--- config.mk ---
export PLATFORM = sky130hd
export DESIGN_NAME = shutoff_timer
export DESIGN_NICKNAME = d
export VERILOG_FILES = /design/src/rtl/shutoff_pkg.sv /design/src/rtl/tick_sync.sv /design/src/rtl/reload_detect.sv /design/src/rtl/bcd_down_counter.sv /design/src/rtl/shutoff_timer.sv
export SDC_FILE = /design/constraint.sdc
export NUM_CORES = 1
export LEC_CHECK = 0
export ABC_CLOCK_PERIOD_IN_PS = 2800
export BUFFER_PORTS_ARGS = -buffer_cell sky130_fd_sc_hd__buf_4
export CAP_MARGIN = 30
export CORE_MARGIN = 1
export CORE_UTILIZATION = 54
export DETAILED_ROUTE_END_ITERATION = 6
export PLACE_DENSITY = 0.78
export SKIP_LAST_GASP = 1
export SYNTH_ARGS = -nofsm -noshare
export SYNTH_HDL_FRONTEND = slang
export SYNTH_SLANG_ARGS = --single-unit
export TNS_END_PERCENT = 30
--- constraint.sdc ---
create_clock -name clk -period 2.8 [get_ports clk]
set_clock_uncertainty 0.2 [all_clocks]
set_input_delay 0.56 -clock clk [delete_from_list [all_inputs] [get_ports clk]]
set_output_delay 0.56 -clock clk [all_outputs]
set_load 0.03 [all_outputs]
--- src/rtl/shutoff_pkg.sv ---
package shutoff_pkg;
  localparam int DIGITS = 4;
  localparam int BCD_W  = 4;

  typedef logic [BCD_W-1:0] bcd_t;
  // index 0 is minute units, 1 minute tens, 2 hour units, 3 hour tens
  typedef bcd_t [DIGITS-1:0] bcd_time_t;

  // value a digit takes when it borrows below zero
  function automatic int wrap_val(input int idx);
    return (idx == 1) ? 5 : 9;
  endfunction
endpackage

--- src/rtl/tick_sync.sv ---
module tick_sync #(
  parameter int STAGES = 2
) (
  input  logic clk,
  input  logic rst,
  input  logic slow_in,
  output logic tick
);
  logic [STAGES:0] shift_q;

  always_ff @(posedge clk) begin
    if (rst) begin
      shift_q <= '0;
      tick    <= 1'b0;
    end else begin
      shift_q <= {shift_q[STAGES-1:0], slow_in};
      tick    <= shift_q[STAGES-1] & ~shift_q[STAGES];
    end
  end

  // one pulse per slow rising edge
  p_tick_single_r5: assert property (@(posedge clk) disable iff (rst)
    tick |=> !tick);
endmodule

--- src/rtl/reload_detect.sv ---
module reload_detect
  import shutoff_pkg::*;
(
  input  logic      clk,
  input  logic      rst,
  input  logic      enable,
  input  bcd_time_t preset,
  output logic      load
);
  bcd_time_t prev_q;
  logic      en_q;

  always_ff @(posedge clk) begin
    if (rst) begin
      prev_q <= '0;
      en_q   <= 1'b0;
    end else begin
      prev_q <= preset;
      en_q   <= enable;
    end
  end

  assign load = enable & (~en_q | (preset != prev_q));

  // a reload does not repeat on an unchanged preset
  p_one_reload_r4: assert property (@(posedge clk) disable iff (rst)
    (load && enable) |=> (!load || (preset != $past(preset)) || !enable));
endmodule

--- src/rtl/bcd_down_counter.sv ---
module bcd_down_counter
  import shutoff_pkg::*;
(
  input  logic      clk,
  input  logic      rst,
  input  logic      enable,
  input  logic      load,
  input  bcd_time_t load_val,
  input  logic      tick,
  output bcd_time_t count,
  output logic      finish
);
  bcd_time_t         dec_val;
  bcd_time_t         nxt;
  logic [DIGITS-1:0] borrow;
  logic              at_zero;

  assign borrow[0] = 1'b1;
  assign at_zero   = (count == '0);

  for (genvar g = 0; g < DIGITS; g++) begin : g_digit
    localparam bcd_t WRAP = bcd_t'(wrap_val(g));
    logic is_zero;
    assign is_zero    = (count[g] == '0);
    assign dec_val[g] = !borrow[g] ? count[g] :
                        (is_zero ? WRAP : count[g] - 1'b1);
    if (g < DIGITS - 1) begin : g_chain
      assign borrow[g+1] = borrow[g] & is_zero;
    end
  end

  always_comb begin
    if (!enable)               nxt = '0;
    else if (load)             nxt = load_val;
    else if (tick && !at_zero) nxt = dec_val;
    else                       nxt = count;
  end

  always_ff @(posedge clk) begin
    if (rst) begin
      count  <= '0;
      finish <= 1'b0;
    end else begin
      count  <= nxt;
      finish <= enable & (nxt == '0);
    end
  end

  // count moves only on tick or reload
  p_hold_r5: assert property (@(posedge clk) disable iff (rst)
    (enable && !tick && !load) |=> $stable(count));
  // reload takes the preset
  p_load_r3: assert property (@(posedge clk) disable iff (rst)
    (enable && load) |=> (count == $past(load_val)));
  // zero sticks without reload
  p_zero_hold_r8: assert property (@(posedge clk) disable iff (rst)
    (enable && at_zero && !load) |=> (count == '0));
  // minute units steps down or wraps
  p_units_step_r6: assert property (@(posedge clk) disable iff (rst)
    (enable && tick && !load && !at_zero) |=>
      (count[0] == (($past(count[0]) == '0) ? bcd_t'(9) : $past(count[0]) - 1'b1)));
  // finish only with a zero count
  p_finish_zero_r8: assert property (@(posedge clk) disable iff (rst)
    finish |-> (count == '0));
endmodule

--- src/rtl/shutoff_timer.sv ---
module shutoff_timer
  import shutoff_pkg::*;
#(
  parameter int SYNC_STAGES = 2
) (
  input  logic             clk,
  input  logic             rst,
  input  logic             minute_clk,
  input  logic             enable,
  input  logic [BCD_W-1:0] preset_hr_tens,
  input  logic [BCD_W-1:0] preset_hr_units,
  input  logic [BCD_W-1:0] preset_min_tens,
  input  logic [BCD_W-1:0] preset_min_units,
  output logic [BCD_W-1:0] left_hr_tens,
  output logic [BCD_W-1:0] left_hr_units,
  output logic [BCD_W-1:0] left_min_tens,
  output logic [BCD_W-1:0] left_min_units,
  output logic             finish
);
  bcd_time_t preset;
  bcd_time_t count;
  logic      tick;
  logic      load;

  assign preset = {preset_hr_tens, preset_hr_units, preset_min_tens, preset_min_units};

  tick_sync #(.STAGES(SYNC_STAGES)) u_sync (
    .clk(clk), .rst(rst), .slow_in(minute_clk), .tick(tick)
  );

  reload_detect u_reload (
    .clk(clk), .rst(rst), .enable(enable), .preset(preset), .load(load)
  );

  bcd_down_counter u_count (
    .clk(clk), .rst(rst), .enable(enable), .load(load), .load_val(preset),
    .tick(tick), .count(count), .finish(finish)
  );

  assign left_hr_tens   = count[3];
  assign left_hr_units  = count[2];
  assign left_min_tens  = count[1];
  assign left_min_units = count[0];

  // disabled means cleared
  p_idle_clear_r2: assert property (@(posedge clk) disable iff (rst)
    !enable |=> (count == '0 && !finish));
endmodule

---- Word-level counts from Yosys, hierarchy flattened ----
Cells that the tools add are included.
cells by class
  shifts and indexed selects .............. 0
  reductions and logical operators ........ 8
  bitwise gates (word level) .............. 8
  $mul .................................... 0
  magnitude comparators ................... 0
  divide/modulo/power cells ............... 0
  $add $sub $neg .......................... 4
  mux-type cells .......................... 10
  eq/ne operators ......................... 1
operators by type and width
  operator                                                            number
  16-bit 2-to-1 mux                                                   3
  16-bit logical NOT                                                  2
  4-bit 2-to-1 mux                                                    7
  4-bit logical NOT                                                   4
  16-bit inequality test                                              1
  4-bit by 1-bit subtractor with 4-bit output, second input constant  4
  1-bit bitwise AND                                                   5
  1-bit NOT                                                           2
  1-bit logical AND                                                   1
  1-bit logical NOT                                                   1
  1-bit bitwise OR                                                    1
storage, ports and cells
  input port bits ......................... 20
  flip-flop bits (word level) ............. 38
  memory bits (writable) .................. 0
  memories ................................ 0
  output and inout bits ................... 17
  latch bits .............................. 0
  memory bits (read-only) ................. 0
  logic and storage cells ................. 43

---- Longest topological paths before layout ----
Gate-level depths: netlist (run 1).
  depth after elaboration ................. 9
  depth in mapped cells ................... 9
  gate-level depth less buffers ........... 9

---- Cells and area by module ----
A second synthesis (run 1) with hierarchy kept.
unflattened totals
  cells, all modules ...................... 222
  area, all modules ....................... 1966.9 um^2
by module, submodules not included
  module            cells an instance  times used  sequential area each (um^2)  area an instance (um^2)
  bcd_down_counter  156                1           340.3                        1219.9
  reload_detect     58                 1           340.3                        635.6
  tick_sync         8                  1           80.1                         111.4

---- Worst setup path before layout (run 1) ----
No wires, ideal clock.
  kind .................................... register -> register
  from .................................... register u_count.count[4] in the netlist's numbering
  to ...................................... register u_count.finish
  slack ................................... 176 ps
  arrival time ............................ 2336 ps
  buffers on the path ..................... 0
  clock period less this slack ............ 2624 ps
  library setup time ...................... 88 ps
  cell stages (with the launch flop) ...... 9
  data required time ...................... 2512 ps
  cell sequence ........................... dfxtp_1 inv_1 ha_1 or4b_2 nor4_4 xnor2_1 nor4_1 mux2i_1 nor4_2
on the way
  longest elaborated chain between the ends .. 9
  elaborated cells between the ends (all ways) .. 16
  classes of those cells .................. add/sub (1); mux (7); bitwise (3); reduce/logical (5)
ends and longest elaborated chain
  element                                                                              line                    source
  start, declared                                                                      bcd_down_counter.sv:10  output bcd_time_t count,
  start signal, assigned                                                               bcd_down_counter.sv:44  count <= nxt;
  branches (longest 4 deep; another with 4-bit by 1-bit subtractor with 4-bit output)  --
  16-bit 2-to-1 mux (*)                                                                bcd_down_counter.sv:35  else if (tick && !at_zero) nxt = dec_val;
  16-bit 2-to-1 mux (*)                                                                bcd_down_counter.sv:34  else if (load) nxt = load_val;
  16-bit 2-to-1 mux (*)                                                                bcd_down_counter.sv:33  if (!enable) nxt = '0;
  16-bit logical NOT (*)                                                               bcd_down_counter.sv:45  finish <= enable & (nxt == '0);
  1-bit bitwise AND (*)                                                                bcd_down_counter.sv:45
  end signal, assigned                                                                 bcd_down_counter.sv:45
  end, declared                                                                        bcd_down_counter.sv:11  output logic finish
Mark *: on every way between the ends.
A chain may end at the register's enable or synchronous reset.

---- Final worst setup path (run 1) ----
Ends and elaborated chain as after synthesis.

==> impl_metrics.yaml, run 1 <==
run_status:
  status: "completed"
route:
  drt_pass1_iterations: 5
  wl_per_cell_microns: 15.3
  drt_iter0_markers: 99
  viasPerCell: 5.48
  vias: 1634
  drc: 0
  ant_nets: 0
  wl_mm: 4.55
final_layout:
  nets: 274
  syn2layout_area_growth_pct: 26.8
  antenna_cells: 0
  final_layout_size_suffix_gt1_frac: 0.262
  final.fill_count: 283
  post-route-util: 0.715
cts:
  cts_made_buffers: 5
  cts_buffer_depth: 2
  cts_root_buffer: "clkbuf_4"
  insertion_delay_ns: 0.35
  path_clk_slew_ns: 0.12
  cts_tree: "built"
  cts.sinks: 38
  holdBufCountCts: 0
  h-tree-depth: 2
synthesis:
  syn_area_sq_um: 1900
  synthesis.nets: 229
  async_flop_share: 0
  synth_flop_cell: "dfxtp_1"
  syn_inst: 206
  ys_types: 40
  ys_seq_area_frac: 0.401
  yosysWarnings: 0
  synth_edf_count: 0
  syn_avg_cell_area_sq_um: 9.21
  synth-seq-cells: 38
floorplan:
  io_pins: 37
  die_w_microns: 61.3
  rows: 21
  fp.dieH_microns: 61.3
  start_util: 0.564
  core_sq_um: 3360
  dieArea_sq_um: 3750
global_route:
  grt_max_degree: 29
  overflow: 0
  grt_pass1_wl_mm: 7.09
  grt_antenna_before_repair: 0
  grt_pass1_vias: 1548
  grt_usage: 0.268
setup_path:
  cp-endpoint: "u_count.finish$_SDFF_PP0_"
  rr_startpoint: "u_count.count[4]$_SDFF_PP0_"
  crit_path_end_kind: "flip-flop"
  rrSetupSlack_ns: 0.14
  crit_fanout: 6
  arrival_ns: 2.74
  worstSetupStartpointType: "flip-flop"
  r2r-end: "u_count.finish$_SDFF_PP0_"
  r2r_cells: 9
  required_ns: 2.88
  critPathKind: "reg -> reg"
  cp-startpoint: "u_count.count[4]$_SDFF_PP0_"
timing:
  setup_violations: 0
  finalCritPeriodShare: 0.950
  hold_violations: 0
  fin_tns_setup_ns: 0
  rsz0062_at_grt: "false"
  max_freq_mhz: 376
  drv_slew: 0
  max_slew_margin: 0.656
  min_period_ns: 2.66
  tightestPinTransition_ns: 0.510
power_and_ir_drop:
  leakagePower_nw: 1.06
  power.density_nw_per_um2: 524
  peakVddDrop_mv: 0.360
placed_design:
  dpl.hpwl_mm: 3.40
  port_buffers: 36
  gp_congestion: 0.865
hold_path:
  min_from: "u_sync.shift_q[2]$_SDFF_PP0_"
  hp-class: "reg -> reg"
job:
  drv_cap: 0
==> worst max-delay path, cell delays in order, from the launching register on <==
cell and delay, ns:
dfxtp_1 0.35, inv_1 0.14, ha_4 0.18, or4b_4 0.49
nor4_4 0.41, mux2i_1 0.29, nand4_1 0.12, mux2i_1 0.15
a31oi_1 0.12, nor4_2 0.14
==> power breakdown <==
part / internal (mW) / switching [mW]
Combinational: 0.0896 / 0.105
Clock: 0.302 / 0.181
Sequential: 0.565 / 0.0172
==> layout make-up <==
class                      count  area, sq um  share of cell area
multi-input combinational    150         1080               0.449
sequential                    38          761               0.316
timing repair buffer          46          358               0.149
clock inverter                 2         60.1              0.0250
tap                           46         57.6              0.0239
clock buffer                   6         51.3              0.0213
inverter                      10         37.5              0.0156
==> logic make-up (layout without fill, tap and decap cells) <==
| group | Yosys count | count (layout) | synth area share |
|---|---|---|---|
| AND/OR/NAND/NOR | 87 | 87 | 0.280 |
| flip-flops | 38 | 38 | 0.401 |
| AO/OA/AOI/OAI | 28 | 28 | 0.101 |
| XOR/XNOR | 18 | 18 | 0.0831 |
| buffers and inverters | 18 | 64 | 0.0409 |
| multiplexers | 14 | 14 | 0.0745 |
| adder cells (fa/ha/maj) | 3 | 3 | 0.0198 |
==> worst min path at each step <==
stage / endpoint / slack (ns) / depth (start not counted)
final: u_sync.tick$_SDFF_PP0_ / 0.19 / 1
after global routing: u_sync.shift_q[0]$_SDFF_PP0_ / 0.19 / 2
after CTS: u_sync.tick$_SDFF_PP0_ / 0.20 / 1
after detailed placement: u_sync.tick$_SDFF_PP0_ / 0.18 / 1
after global placement: u_sync.tick$_SDFF_PP0_ / 0.17 / 1
after floorplan: u_sync.tick$_SDFF_PP0_ / 0.17 / 1
==> stage by stage <==
stage                     setup WS [ns]  instances  hold slack, ns  instance area [sq um]  power (mW)
after global routing            0.00604        298           0.194                   2400        1.31
after detailed placement          0.118        289           0.182                   2260       0.783
after CTS                        0.0901        297           0.196                   2380        1.26
final                             0.139        298           0.188                   2400        1.26
after floorplan                   0.176        206           0.167                   1900       0.706
after global placement            0.151        289           0.170                   2260       0.780
==> Yosys cell counts (2+ instances only) <==
cell type	instances	area (sq um)
dfxtp_1	38	761
nor2b_1	23	144
nor2_1	17	63.8
xnor2_1	14	123
mux2i_1	13	130
inv_1	10	37.5
nand2_1	8	30.0
nor3_1	7	35.0
a211oi_1	6	45.0
clkbuf_1	5	18.8
nor3b_1	5	37.5
o21ai_0	5	25.0
a21oi_1	4	20.0
nand3_1	4	20.0
nand4_1	4	25.0
xor2_1	4	35.0
a31oi_1	3	18.8
ha_1	3	37.5
nand2b_1	3	18.8
nor4_1	3	18.8
o211ai_1	3	22.5
or4_1	3	22.5
a221oi_1	2	17.5
or3b_2	2	17.5
or4b_2	2	20.0
==> layer usage <==
| metal | vias to the layer above | global-route usage | wire length, microns |
|---|---|---|---|
| li1 | 814 | - | - |
| met1 | 761 | 0.322 | 1980 |
| met2 | 49 | 0.447 | 2230 |
| met3 | 10 | 0.0714 | 236 |
| met4 | 0 | 0.123 | 103 |
| met5 | - | 0 | 0 |
==> state kept, by name (all words and copies together) (netlist names) <==
signal	flops
u_count.finish	1
u_count.count	16
u_reload.en_q	1
u_sync.shift_q	3
u_reload.prev_q	16
u_sync.tick	1
==> placed cells by master, fill, tap and decap left out, types with 4 or more instances in the layout <==
cell | synthesis | final
o21ai_0 | 5 | 5
xor2_1 | 4 | 4
inv_1 | 10 | 10
buf_4 | 0 | 45
a211oi_1 | 6 | 6
nor3_1 | 7 | 7
a21oi_1 | 4 | 4
nor2_1 | 17 | 17
dfxtp_1 | 38 | 38
nand2_1 | 8 | 8
mux2i_1 | 13 | 13
nand4_1 | 4 | 4
nand3_1 | 4 | 4
clkbuf_4 | 0 | 5
nor3b_1 | 5 | 4
xnor2_1 | 14 | 14
nor2b_1 | 23 | 23
==> what timing repair did <==
action | in CTS | in global routing
setup endpoints to repair | 0 | 1
resized for setup | 0 | 4
setup buffers | 0 | 1
Power figures use the tool's default switching activity.
==> inputs of run 2 (changes only) <==
--- a/config.mk
+++ b/config.mk
@@ -9,9 +9,8 @@
 export BUFFER_PORTS_ARGS = -buffer_cell sky130_fd_sc_hd__buf_4
 export CAP_MARGIN = 30
 export CORE_MARGIN = 1
-export CORE_UTILIZATION = 54
+export CORE_UTILIZATION = 27
 export DETAILED_ROUTE_END_ITERATION = 6
-export PLACE_DENSITY = 0.78
 export SKIP_LAST_GASP = 1
 export SYNTH_ARGS = -nofsm -noshare
 export SYNTH_HDL_FRONTEND = slang
==> run 2 against run 1 <==
Power decreased by 3.7%. Clock-buffer cell count increased by 2. Largest cell class unchanged. Critical endpoint unchanged. Non-clock buffer count unchanged. Global-route usage decreased by 13 points. Sequential power about the same. Die area increased by 96%.
==> impl_metrics.yaml, run 2 (synthesized netlist as in run 1, its figures left out) <==
power_and_ir_drop:
  power.density_nw_per_um2: 494
  clkPwrFrac: 0.362
  seqPwrFrac: 0.479
  sw_frac_of_total: 0.257
  power.switching_mw: 0.312
  combPwrFrac: 0.159
  p_int_mw: 0.902
  leakagePower_nw: 1.05
  peakVddDrop_mv: 0.221
setup_path:
  crit_fanout: 6
  arrival_ns: 2.66
  critPathKind: "reg -> reg"
  crit_path_end_kind: "flip-flop"
  worstSetupStartpointType: "flip-flop"
  crit_chain: "inv_1 -> ha_2 -> or4b_4 -> nor4_4 -> buf_4 -> a211oi_1 -> a31oi_1 -> mux2i_1 -> a31oi_1 -> nor4_2"
  required_ns: 2.79
  r2r-end: "u_count.finish$_SDFF_PP0_"
  r2r_cells: 10
  rr_startpoint: "u_count.count[4]$_SDFF_PP0_"
  cpMostUsedCell: "a31oi_1"
  slowest_delay_ns: 0.50
  crit_path_top_delay_cell: "or4b_4"
  cp_top_family: "simple AND/OR/NAND/NOR gates"
  path_buf_inv: 2
  rrSetupSlack_ns: 0.13
route:
  drt_pass1_iterations: 4
  drt_iter0_markers: 74
  wl_per_cell_microns: 13.7
  wl_mm: 4.75
  drc: 0
  viasPerCell: 4.56
  vias: 1586
  ant_nets: 0
final_layout:
  final_layout_size_suffix_gt1_frac: 0.266
  largestRegisters: "u_count.count: 16 flops, u_reload.prev_q: 16 flops, u_sync.shift_q: 3 flops"
  syn2layout_area_growth_pct: 29.6
  multi_input_area_sq_um: 1070
  layout_common_cells: "buf_4, dfxtp_1, nor2b_1, nor2_1, xnor2_1"
  final_common_cell: "buf_4"
  design_area_sq_um: 2460
  area.sequential_sq_um: 761
  final.fill_count: 704
  antenna_cells: 0
  nets: 274
hold_path:
  hp-class: "reg -> reg"
  whs_path_depth: 1
  hold_end: "u_sync.tick$_SDFF_PP0_"
  min_from: "u_sync.shift_q[2]$_SDFF_PP0_"
global_route:
  grt_usage: 0.137
  grt_pass1_wl_mm: 7.76
  grt_pass1_vias: 1591
  overflow: 0
  grt_antenna_before_repair: 0
  grt_max_degree: 29
timing:
  hold_ws_ns: 0.183
  max_slew_margin: 0.602
  max_freq_mhz: 374
  fin_tns_setup_ns: 0
  hold_violations: 0
  setup_violations: 0
  min_period_ns: 2.67
  drv_slew: 0
  finalCritPeriodShare: 0.955
  tightestPinTransition_ns: 0.590
placed_design:
  placed_area_sq_um: 2320
  gp_congestion: 0.845
  port_buffers: 36
  dpl.hpwl_mm: 3.63
cts:
  path_clk_slew_ns: 0.08
  h-tree-depth: 2
  cts_buffer_depth: 2
  insertion_delay_ns: 0.29
  cts.sinks: 38
  cts_made_buffers: 5
  cts_root_buffer: "clkbuf_8"
  cts_tree: "built"
floorplan:
  rows: 30
  io_pins: 37
  start_util: 0.279
  die_w_microns: 85.8
  core_sq_um: 6790
  fp.dieH_microns: 85.8
  dieArea_sq_um: 7360
run_status:
  status: "completed"
job:
  drv_cap: 0
[run 2: cell count changes in the layout (fill, tap and decap cells not counted)]
cell       change
ha_4           -1
ha_2           +1
bufinv_16      -2
clkbuf_4       -5
nor2_2         +1
nor2_1         -1
clkbuf_8       +7
[run 2: final cells by class]
class / count / share of cell area
Tap cell: 96 / 0.0489
Timing Repair Buffer: 46 / 0.146
Clock buffer: 8 / 0.0448
Multi-Input combinational cell: 150 / 0.436
Inverter: 10 / 0.0153
Sequential cell: 38 / 0.309
[run 2: routing by layer]
layer / GRT usage / vias to the layer above / part of all wire
met4: 0.0545 / 0 / 0.014
li1: - / 810 / -
met1: 0.181 / 735 / 0.49
met2: 0.213 / 34 / 0.44
met5: 0 / - / 0
met3: 0.0375 / 7 / 0.048
[run 2: timing repair]
action | in CTS | in global routing
hold buffers | 0 | 0
setup endpoints to repair | 0 | 1
resized for setup | 0 | 4
buffers inserted | 0 | 2
[run 2: power by group through the flow]
stage,Sequential (mW),Combinational [mW],Clock (mW)
after CTS,0.581,0.191,0.446
after detailed placement,0.594,0.190,0
after global routing,0.584,0.211,0.468
after global placement,0.593,0.189,0
final,0.581,0.193,0.440
after floorplan,0.609,0.0969,0
[run 2: worst max-delay path by stage]
stage	start	end	cells past startpoint
global route	u_count.count[4]$_SDFF_PP0_	u_count.finish$_SDFF_PP0_	9
finish	u_count.count[4]$_SDFF_PP0_	u_count.finish$_SDFF_PP0_	10
global placement	u_count.count[4]$_SDFF_PP0_	u_count.finish$_SDFF_PP0_	9
CTS	u_count.count[4]$_SDFF_PP0_	u_count.finish$_SDFF_PP0_	9
detailed placement	u_count.count[4]$_SDFF_PP0_	u_count.finish$_SDFF_PP0_	8
floorplan	u_count.count[4]$_SDFF_PP0_	u_count.finish$_SDFF_PP0_	8
[run 2: stage by stage]
step	utilization	worst slack, ns	instances	total power, mW
after floorplan	-	0.176	206	0.706
after global placement	0.341	0.0627	338	0.783
after detailed placement	0.341	0.0855	338	0.783
after CTS	0.358	0.0678	346	1.22
after global routing	0.362	-0.00206	348	1.26
final	0.362	0.127	348	1.21
==> inputs of run 3 (changes only) <==
--- a/config.mk
+++ b/config.mk
@@ -5,9 +5,11 @@
 export SDC_FILE = /design/constraint.sdc
 export NUM_CORES = 1
 export LEC_CHECK = 0
+export ABC_AREA = 1
 export ABC_CLOCK_PERIOD_IN_PS = 2800
 export BUFFER_PORTS_ARGS = -buffer_cell sky130_fd_sc_hd__buf_4
 export CAP_MARGIN = 30
+export CORE_ASPECT_RATIO = 1.2
 export CORE_MARGIN = 1
 export CORE_UTILIZATION = 27
 export DETAILED_ROUTE_END_ITERATION = 6
==> run 3 against run 2 <==
The flow now finishes with violations (design-rule violations). Power up 15%. Sequential power about the same. Global-route usage down 1.2 points. Hold slack better by 0.0099 ns.
==> impl_metrics.yaml, run 3 <==
final_layout:
  design_area_sq_um: 2670
  final_common_cell: "nand2_1"
  antenna_cells: 0
  syn2layout_area_growth_pct: 21.4
  nets: 410
  stdcell_count: 480
  final_layout_size_suffix_gt1_frac: 0.170
  layout_common_cells: "nand2_1, nor2_1, inv_1, dfxtp_1, buf_4"
  largestRegisters: "u_count.count: 16 flops, u_reload.prev_q: 16 flops, u_sync.shift_q: 3 flops"
cts:
  cts_tree: "built"
  cts.sinks: 38
  holdBufCountCts: 0
  insertion_delay_ns: 0.29
  cts_made_buffers: 5
  cts_buffer_depth: 2
  cts_root_buffer: "clkbuf_8"
  postCtsSetupBuffers: 0
  h-tree-depth: 2
  path_clk_slew_ns: 0.08
floorplan:
  io_pins: 37
  die_w_microns: 84.3
  rows: 35
  start_util: 0.282
  core_sq_um: 7790
  dieArea_sq_um: 8490
  fp.dieH_microns: 101
power_and_ir_drop:
  power.density_nw_per_um2: 524
  leakagePower_nw: 1.35
  peakVddDrop_mv: 0.171
setup_path:
  cpMostUsedCell: "nand2_1"
  worstSetupStartpointType: "flip-flop"
  rrSetupSlack_ns: 0.49
  crit_path_end_kind: "flip-flop"
  crit_fanout: 17
  crit_path_top_delay_cell: "dfxtp_1"
  r2r_cells: 15
  crit_chain: "inv_1 -> ha_1 -> inv_1 -> nor2_1 -> nand2_1 -> nor2_2 -> a21boi_4 -> nand2_1 -> nand2_1 -> nand2_1 -> nand2_1 -> nand2_1 -> nor2_1 -> nand3_1 -> nor2_1"
  rr_startpoint: "u_count.count[9]$_SDFF_PP0_"
  required_ns: 2.82
  slowest_delay_ns: 0.39
  arrival_ns: 2.33
  critPathKind: "reg -> reg"
  cp-startpoint: "u_count.count[9]$_SDFF_PP0_"
global_route:
  grt_max_degree: 37
  grt_antenna_before_repair: 0
  grt_usage: 0.125
  grt_pass1_vias: 1956
  grt_pass1_wl_mm: 8.64
  overflow: 0
route:
  ant_nets: 0
  drt_iter0_markers: 137
  viasPerCell: 4.38
  wl_per_cell_microns: 10.6
  drc: 4
  drt_pass1_iterations: 6
  vias: 2104
  wl_mm: 5.08
synthesis:
  synthTopCellsByCount: "nand2_1, nor2_1, inv_1"
  synth-seq-cells: 38
  syn_area_sq_um: 2190
  async_flop_share: 0
  syn_inst: 354
  synth_top_cell_by_area: "dfxtp_1"
  yosysTopAreaCellShare: 0.347
  synthesis.nets: 377
  synth_edf_count: 0
  yosysWarnings: 0
  syn_avg_cell_area_sq_um: 6.20
  ys_seq_area_frac: 0.347
  ys_types: 30
  synth_flop_cell: "dfxtp_1"
  yosys.cell_count.top_type: "nand2_1"
  yosys-top-cells-area: "dfxtp_1, nand2_1, nor2_1"
placed_design:
  place_ws_ns: 0.310
  dpl.hpwl_mm: 4.05
  port_buffers: 36
  gp_congestion: 0.825
  place_inst: 472
  placed_area_sq_um: 2510
timing:
  min_period_ns: 2.31
  rsz0062_at_grt: "false"
  setup_slack_ns: 0.487
  max_slew_margin: 0.711
  hold_ws_ns: 0.192
  hold_violations: 0
  max_freq_mhz: 432
  fin_tns_setup_ns: 0
  tightestPinTransition_ns: 0.432
  drv_slew: 0
  finalCritPeriodShare: 0.826
  setup_violations: 0
hold_path:
  min_from: "u_sync.shift_q[2]$_SDFF_PP0_"
  whs_path_depth: 1
  hp-class: "reg -> reg"
run_status:
  violations: "design-rule violations"
  status: "finished with violations"
job:
  drv_cap: 0
## run 3: cell types whose count changed in the layout (fill, tap and decap cells not counted), moves of 5 or more
cell | before | now
inv_1 | 10 | 48
a21oi_1 | 4 | 15
a211oi_1 | 6 | 0
nor2_1 | 16 | 57
nand3_1 | 4 | 22
nand2_1 | 8 | 106
nor3_1 | 7 | 2
xnor2_1 | 14 | 3
mux2i_1 | 13 | 0
o21ai_1 | 0 | 7
inv_2 | 0 | 9
nor2b_1 | 23 | 0
buf_4 | 45 | 36
o21ai_0 | 5 | 10
## run 3: cell type report
class	count	area, sq um
multi-input combinational	249	1160
clock inverter	2	60.1
sequential	38	761
fill	891	5130
timing repair buffer	36	270
inverter	57	214
clock buffer	6	82.6
tap	92	115
## run 3: repair_timing
item / CTS / global route
gates resized for setup: 0 / 1
hold endpoints to repair: 0 / 0
setup endpoints to repair: 0 / 1
## run 3: kinds of logic (layout without fill, tap and decap cells)
family	after synthesis	in the layout	share of synthesized area
AO/OA/AOI/OAI	36	36	0.0884
XOR/XNOR	5	5	0.0200
adder cells (fa/ha/maj)	3	3	0.0171
buffers and inverters	67	101	0.127
flip-flops	38	38	0.347
AND/OR/NAND/NOR	205	205	0.401
## run 3: report_power, final
part / internal [mW] / switching, mW / leakage [nW]
registers: 0.563 / 0.0150 / 0.313
clock network: 0.380 / 0.192 / 0.0714
logic: 0.0922 / 0.154 / 0.964
## run 3: critical path: cells and delay by family, from the launching register on
family	cells	cell delay (ns)
buf+inv	2	0.14
fa+ha+maj	1	0.20
compound gates	1	0.39
flops	1	0.39
simple gates	11	0.93
## run 3: per-layer routing
metal	global-route usage	vias to the layer above	wire length, microns	share of wire
li1	-	1139	-	-
met1	0.159	913	2350	0.46
met2	0.218	44	2450	0.48
met3	0.0164	8	191	0.038
met4	0.0424	0	87	0.017
met5	0	-	0	0
## run 3: worst paths after layout
| kind | end |
|---|---|
| max | u_count.finish$_SDFF_PP0_ |
| min | u_sync.tick$_SDFF_PP0_ |
| min reg2reg | u_sync.tick$_SDFF_PP0_ |
| max reg2reg | u_count.finish$_SDFF_PP0_ |
## run 3: per-stage QoR
| step | utilization | power [mW] |
|---|---|---|
| 6_report | 0.342 | 1.40 |
| 2_1_floorplan | - | 0.770 |
| 4_1_cts | 0.341 | 1.41 |
| 3_5_place_dp | 0.323 | 0.836 |
| 3_3_place_gp | 0.323 | 0.833 |
| 5_1_grt | 0.342 | 1.47 |
